==> src/rtl/rtc_irq_pkg.sv <==
package rtc_irq_pkg;
  localparam int NUM_SRC_D = 10;
  localparam int REG_W_D   = 16;
  localparam int ADDR_W_D  = 2;

  // register addresses
  localparam int ADDR_ENABLE = 0;
  localparam int ADDR_FLAGS  = 1;

  // per-source flag update: an enabled event wins over a clear
  function automatic logic step_flag(input logic cur, input logic en,
                                     input logic evt, input logic clr);
    return (cur & ~clr) | (evt & en);
  endfunction

  // request term: flag counts only while enabled
  function automatic logic req_term(input logic flag, input logic en);
    return flag & en;
  endfunction
endpackage

==> src/rtl/rtc_irq_regif.sv <==
module rtc_irq_regif #(
  parameter int NUM_SRC = rtc_irq_pkg::NUM_SRC_D,
  parameter int REG_W   = rtc_irq_pkg::REG_W_D,
  parameter int ADDR_W  = rtc_irq_pkg::ADDR_W_D
) (
  input  logic               clk,
  input  logic               rst_n,
  input  logic               bus_wr,
  input  logic [ADDR_W-1:0]  bus_addr,
  input  logic [REG_W-1:0]   bus_wdata,
  input  logic [NUM_SRC-1:0] flag_vec,
  output logic [NUM_SRC-1:0] en_q,
  output logic [NUM_SRC-1:0] clr_vec,
  output logic [REG_W-1:0]   bus_rdata
);
  localparam int PAD_W = REG_W - NUM_SRC;

  logic sel_en, sel_flag, wr_en;

  assign sel_en   = (bus_addr == ADDR_W'(rtc_irq_pkg::ADDR_ENABLE));
  assign sel_flag = (bus_addr == ADDR_W'(rtc_irq_pkg::ADDR_FLAGS));
  assign wr_en    = bus_wr & sel_en;
  assign clr_vec  = (bus_wr & sel_flag) ? bus_wdata[NUM_SRC-1:0] : '0;

  always_ff @(posedge clk or negedge rst_n) begin
    if (!rst_n)     en_q <= '0;
    else if (wr_en) en_q <= bus_wdata[NUM_SRC-1:0];
  end

  always_comb begin
    bus_rdata = '0;
    if (sel_en)        bus_rdata = {{PAD_W{1'b0}}, en_q};
    else if (sel_flag) bus_rdata = {{PAD_W{1'b0}}, flag_vec};
  end

  // a write to an unmapped address leaves the enable word alone
  a_r10_unmapped_write: assert property (@(posedge clk) disable iff (!rst_n)
    (bus_wr && !sel_en && !sel_flag) |=> $stable(en_q));
  // a write to the enable word shows up in the following cycle
  a_r2_enable_write: assert property (@(posedge clk) disable iff (!rst_n)
    wr_en |=> (en_q == $past(bus_wdata[NUM_SRC-1:0])));
endmodule

==> src/rtl/rtc_irq_flag_cell.sv <==
module rtc_irq_flag_cell (
  input  logic clk,
  input  logic rst_n,
  input  logic evt,
  input  logic en,
  input  logic clr,
  output logic flag_q
);
  logic flag_d;

  assign flag_d = rtc_irq_pkg::step_flag(flag_q, en, evt, clr);

  always_ff @(posedge clk or negedge rst_n) begin
    if (!rst_n) flag_q <= 1'b0;
    else        flag_q <= flag_d;
  end

  // a disabled source never sets its flag
  a_r5_no_set_when_disabled: assert property (@(posedge clk) disable iff (!rst_n)
    (!en && !flag_q) |=> !flag_q);
  // event beats clear in the same cycle
  a_r8_event_beats_clear: assert property (@(posedge clk) disable iff (!rst_n)
    (evt && en && clr) |=> flag_q);
  // clear without a competing event empties the flag
  a_r7_clear_takes: assert property (@(posedge clk) disable iff (!rst_n)
    (flag_q && clr && !(evt && en)) |=> !flag_q);
  // a flag holds until cleared
  a_r9_flag_holds: assert property (@(posedge clk) disable iff (!rst_n)
    (flag_q && !clr) |=> flag_q);
  // an enabled event sets the flag
  a_r4_enabled_sets: assert property (@(posedge clk) disable iff (!rst_n)
    (evt && en) |=> flag_q);
endmodule

==> src/rtl/rtc_irq_req.sv <==
module rtc_irq_req #(
  parameter int NUM_SRC = rtc_irq_pkg::NUM_SRC_D
) (
  input  logic [NUM_SRC-1:0] flag_vec,
  input  logic [NUM_SRC-1:0] en_vec,
  output logic               irq
);
  logic [NUM_SRC-1:0] live;

  for (genvar i = 0; i < NUM_SRC; i++) begin : g_term
    assign live[i] = rtc_irq_pkg::req_term(flag_vec[i], en_vec[i]);
  end

  assign irq = |live;
endmodule

==> src/rtl/rtc_irq_gen.sv <==
module rtc_irq_gen #(
  parameter int NUM_SRC = rtc_irq_pkg::NUM_SRC_D,
  parameter int REG_W   = rtc_irq_pkg::REG_W_D,
  parameter int ADDR_W  = rtc_irq_pkg::ADDR_W_D
) (
  input  logic               clk,
  input  logic               rst_n,
  input  logic [NUM_SRC-1:0] evt_pulse,
  input  logic               bus_wr,
  input  logic [ADDR_W-1:0]  bus_addr,
  input  logic [REG_W-1:0]   bus_wdata,
  output logic [REG_W-1:0]   bus_rdata,
  output logic               irq
);
  // named internal events, brought out for the assertions
  logic [NUM_SRC-1:0] en_q;
  logic [NUM_SRC-1:0] clr_vec;
  logic [NUM_SRC-1:0] flag_vec;

  rtc_irq_regif #(.NUM_SRC(NUM_SRC), .REG_W(REG_W), .ADDR_W(ADDR_W)) u_regif (
    .clk(clk), .rst_n(rst_n), .bus_wr(bus_wr), .bus_addr(bus_addr),
    .bus_wdata(bus_wdata), .flag_vec(flag_vec), .en_q(en_q),
    .clr_vec(clr_vec), .bus_rdata(bus_rdata)
  );

  for (genvar i = 0; i < NUM_SRC; i++) begin : g_src
    rtc_irq_flag_cell u_cell (
      .clk(clk), .rst_n(rst_n), .evt(evt_pulse[i]), .en(en_q[i]),
      .clr(clr_vec[i]), .flag_q(flag_vec[i])
    );
  end

  rtc_irq_req #(.NUM_SRC(NUM_SRC)) u_req (
    .flag_vec(flag_vec), .en_vec(en_q), .irq(irq)
  );

  // reserved upper bits always read zero
  a_r3_reserved_zero: assert property (@(posedge clk) disable iff (!rst_n)
    bus_rdata[REG_W-1:NUM_SRC] == '0);
  // nothing enabled means no request
  a_r6_quiet_when_disabled: assert property (@(posedge clk) disable iff (!rst_n)
    (en_q == '0) |-> !irq);
  // a request with no clear pending persists
  a_r9_irq_holds: assert property (@(posedge clk) disable iff (!rst_n)
    (irq && clr_vec == '0 && !(bus_wr && bus_addr == ADDR_W'(rtc_irq_pkg::ADDR_ENABLE))) |=> irq);
endmodule

==> config.mk <==
export PLATFORM = sky130hd
export DESIGN_NAME = rtc_irq_gen
export DESIGN_NICKNAME = d
export VERILOG_FILES = /design/src/rtl/rtc_irq_pkg.sv /design/src/rtl/rtc_irq_regif.sv /design/src/rtl/rtc_irq_flag_cell.sv /design/src/rtl/rtc_irq_req.sv /design/src/rtl/rtc_irq_gen.sv
export SDC_FILE = /design/constraint.sdc
export NUM_CORES = 1
export LEC_CHECK = 0
export CAP_MARGIN = 20
export CELL_PAD_IN_SITES_DETAIL_PLACEMENT = 2
export CELL_PAD_IN_SITES_GLOBAL_PLACEMENT = 2
export CORE_ASPECT_RATIO = 0.9
export CORE_MARGIN = 5
export CORE_UTILIZATION = 25
export CTS_CLUSTER_SIZE = 20
export DETAILED_ROUTE_END_ITERATION = 10
export PLACE_DENSITY = 0.9
export RECOVER_POWER = 25
export SKIP_CTS_REPAIR_TIMING = 1
export SYNTH_ARGS = -nofsm -noshare
export SYNTH_HDL_FRONTEND = slang
export SYNTH_SLANG_ARGS = --single-unit
==> constraint.sdc <==
create_clock -name clk -period 1.5 [get_ports clk]
set_clock_uncertainty 0.15 [all_clocks]
set_input_delay 0.3 -clock clk [delete_from_list [all_inputs] [get_ports clk]]
set_output_delay 0.3 -clock clk [all_outputs]
set_load 0.05 [all_outputs]
# After elaboration in Yosys (flattened, before gate mapping)
# Cells that the tools add are included.
# W data, S select, Z words.
[totals]
ff_bits = 20
in_bits = 31
out_inout_bits = 17
elab_cells = 69
[op_classes]
eq_ne = 1
muxes = 3
bitwise_logic = 52
reduce_logical = 2
[ops]
columns = ["op", "count"]
rows = [
  ["$and A1 B1 Y1", 32],
  ["$mux W10", 2],
  ["$mux W16", 1],
  ["$not A1 Y1", 10],
  ["$or A1 B1 Y1", 10],
  ["$reduce_or A10 Y1", 1],
  ["$eq A2 B1 Y1 const B", 1],
  ["$logic_not A2 Y1", 1],
]

# Logic depth before layout (Yosys ltp)
[logic_depth]
depth_word = 6
mapped_depth = 4
mapped_depth_nobuf = 3

# Modules after synthesis
# A second synthesis with hierarchy kept.
[unflattened]
cells_unflattened = 109
area_unflattened_um2 = 1163.6
[modules_own_cells]
columns = ["module", "n_inst", "cells_per_inst", "area_each_um2"]
rows = [
  ["rtc_irq_regif", 1, 63, 698.2],
  ["rtc_irq_flag_cell", 10, 4, 41.3],
  ["rtc_irq_req", 1, 6, 52.6],
]

# Worst setup path before layout
# OpenSTA, ideal clock, no wires.
[synth_path]
kind = "flip-flop to output port"
start = "register u_regif.en_q[4]"
end = "output port irq"
t_arrival_ns = 1.314
required_ns = 1.050
path_slack_ns = -0.264
stages_incl_launch_ff = 4
path_buffers = 0
path_cell_list = "dfrtp_1 > a22o_1 > a221oi_1 > nand4_1"
[synth_via]
elab_chain_len = 2
[synth_rtl]
columns = ["item", "line_no", "text"]
rows = [
  ["start: declaration", "rtc_irq_regif.sv:12", "output logic [NUM_SRC-1:0] en_q,"],
  ["start signal: assignment", "rtc_irq_regif.sv:27", "else if (wr_en) en_q <= bus_wdata[NUM_SRC-1:0];"],
  ["$and A1 B1 Y1", "rtc_irq_pkg.sv:18", "return flag & en;"],
  ["$reduce_or A10 Y1", "rtc_irq_req.sv:14", "assign irq = |live;"],
  ["end: declaration", "rtc_irq_gen.sv:13", "output logic irq"],
]
# No other way between the ends.

# Final worst setup path
# Ends and elaborated chain as after synthesis.

==> results.yml <==
placement:
  gp_congestion: 0.746
  hpwlAfterDp_um: 2750
  post-place-ws_ns: -0.426
  place_inst: 181
  numPortBuffers: 35
  post_dp_cell_area_um2: 1660
synth:
  netlist.area_leader.share_pct: 47.2
  synth_edf_count: 0
  netlist_area_um2: 1060
  yosys_warnings: 0
  avgSynthCellArea_um2: 11.9
  synth_area_leaders: "dfrtp_1 (47%), mux2_4 (14%), mux2i_1 (9.4%), a22o_1 (9.1%), buf_4 (5.7%)"
  yosys_register_bits: 20
  synth.most_common_cell: "dfrtp_1"
  synthArstFlopShare_pct: 100
  synth_top_area_cell: "dfrtp_1"
  yosysUniqueCellTypes: 15
  synth_commonest_cells: "dfrtp_1 (20), a22o_1 (11)"
  netlist_instances: 89
  seq_area_frac_synth_pct: 47.2
  synth_flop_cell: "dfrtp_1"
cts:
  cts_made_buffers: 3
  clkSinkCount: 20
  clkSlewWorstSetupHoldPaths_ns: 0.08
  cts_buffer_depth: 2
  htreeDepth: 1
  cts_root_buf: "clkbuf_8"
  clk_latency_ns: 0.26
  cts_tree: "done"
critical_path:
  critPathArrivalTime_ns: 1.48
  timing.rr.start: "u_regif.en_q[7]$_DFFE_PN0P_"
  worst_setup_path_end_kind: "primary output"
  worstPathRequired_ns: 1.05
  crit_type: "reg -> out"
  r2r-end: "u_regif.en_q[7]$_DFFE_PN0P_"
  rrSetupSlack_ns: 0.30
  crit_path_start_kind: "register"
  path_max_fanout: 2
  worstRegToRegCells: 3
final_layout:
  drive_above_1_share_pct: 45.0
  final-seq-area_um2: 503
  fillers: 400
  diodes: 0
  layout.cells.non_filler: 188
  multiInputGateArea_um2: 591
  area_growth_pct: 74.8
  stdcell_area_um2: 1850
  layout.nets: 172
sta:
  max_slew_margin_pct: 64.9
  finalHoldViolations: 0
  final.setup.tns_ns: -1.39
  finalCriticalPeriod_ns: 1.93
  worst_pin_slew_ns: 0.527
  slew_viol_final: 0
  setup_violations: 11
  post-route-period-util_pct: 128
  fmax_mhz: 519
  rsz0062_at_grt: "yes"
  fin_ws_ns: -0.425
drt:
  routed_via_density: 4.70
  dr.max_layer_used: "met4"
  drt_iter0_drc: 28
  wl_um: 3880
  drc: 0
  wl_met2_um: 2110
  post_drt_wl_per_cell_um: 20.6
  met1Wirelength_um: 1570
  antenna_left: 0
  wl_met3_um: 118
  via_count: 883
  firstDrtPassIters: 4
status:
  outcome: "complete, but fails checks"
  violations: "negative setup slack"
global_route:
  grt_overflow: 0
  grt_pass1_wl_um: 5690
  grt_usage_pct: 13.5
  grt_max_degree: 21
  grt_pass1_vias: 1080
  antenna_found_initial: 0
power_and_ir_drop:
  peakVddDrop_mv: 0.471
  pwr_density_cell_nw_per_um2: 1160
  p_leak_nw: 0.818
  finalPower_mw: 2.15
  p_seq_share_pct: 34.7
  switching_share_pct: 32.4
  power.internal_mw: 1.45
  switchingPower_mw: 0.697
  combPwrFrac_pct: 40.0
  clkPwrFrac_pct: 25.3
worst_hold_path:
  hold_path_depth: 1
  holdCritPathClass: "reg -> reg"
  worstHoldEndpoint: "g_src[6].u_cell.flag_q$_DFF_PN0_"
  min_from: "g_src[6].u_cell.flag_q$_DFF_PN0_"
floorplanning:
  die-area_um2: 5650
  design.core.area_um2: 4100
  die_w_um: 78.7
  start_util_pct: 25.9
  die_h_um: 71.8
  pin_count: 48
  rows: 22
run:
  cap_violations: 0
## worst max path at each step
stage / from / to / slack [ns] / cells past startpoint
2_1_floorplan: g_src[4].u_cell.flag_q$_DFF_PN0_ / irq / -0.20 / 3
3_3_place_gp: bus_addr[0] / u_regif.en_q[1]$_DFFE_PN0P_ / -0.39 / 5
3_5_place_dp: bus_addr[0] / bus_rdata[1] / -0.43 / 5
4_1_cts: bus_addr[0] / bus_rdata[1] / -0.44 / 5
5_1_grt: u_regif.en_q[4]$_DFFE_PN0P_ / irq / -0.50 / 4
6_report: u_regif.en_q[4]$_DFFE_PN0P_ / irq / -0.43 / 4
## logic make-up (layout without fill, tap and decap cells)
group	count (synthesis)	in the layout	share of synthesized area, %
multiplexers	20	20	23.6
AO/OA/AOI/OAI	15	15	12.0
other	1	6	0.353
flip-flops	20	20	47.2
AND/OR/NAND/NOR	23	23	9.67
buffers and inverters	10	56	7.19
## power by group through the flow
stage	logic [mW]	registers (mW)	clock network, mW
5_1_grt	0.900	0.760	0.584
3_5_place_dp	0.782	0.736	0
2_1_floorplan	0.423	0.712	0
6_report	0.860	0.746	0.545
3_3_place_gp	0.755	0.719	0
4_1_cts	0.787	0.731	0.551
## critical path, cell delays in order (launching register included)
cell      delay (ns)
dfrtp_1         0.40
a22o_1          0.25
a221oi_2        0.21
nand4_1         0.16
buf_6           0.19
## final cells by class
type / instances / area share [%]
clock inverters: 1 / 1.62
multi-input cells: 64 / 31.8
repair buffers: 52 / 33.9
clock buffers: 3 / 2.23
well taps: 48 / 3.24
flip-flops and latches: 20 / 27.1
## layer usage
metal	global-route usage, %	up-vias
met5	0	-
met4	7.96	0
met3	2.39	5
met2	24.6	24
met1	14.7	440
li1	-	414
## sequential cells by signal, summed over array words and instances, names as in the netlist
register,cells
u_regif.en_q,10
g_src.u_cell.flag_q,10
## through the flow
step / util, % / hold slack (ns)
after global placement: 40.5 / 0.361
final: 45.2 / 0.384
after floorplan: - / -0.146
after global routing: 45.2 / 0.414
after CTS: 42.2 / 0.229
after detailed placement: 40.5 / 0.366
## placed cells by master, fill, tap and decap left out, drive strengths merged
master          n
buf            26
clkdlybuf4s50  20
dfrtp          20
a22o           11
nand2          10
mux2           10
nor2           10
mux2i          10
conb            6
clkbuf          6
a22oi           3
dlymetal6s2s    2
and3b           1
a221oi          1
nand4           1
nor3b           1
bufinv          1
dlygate4sd3     1
Note: power is estimated with default switching activity, not from simulation.
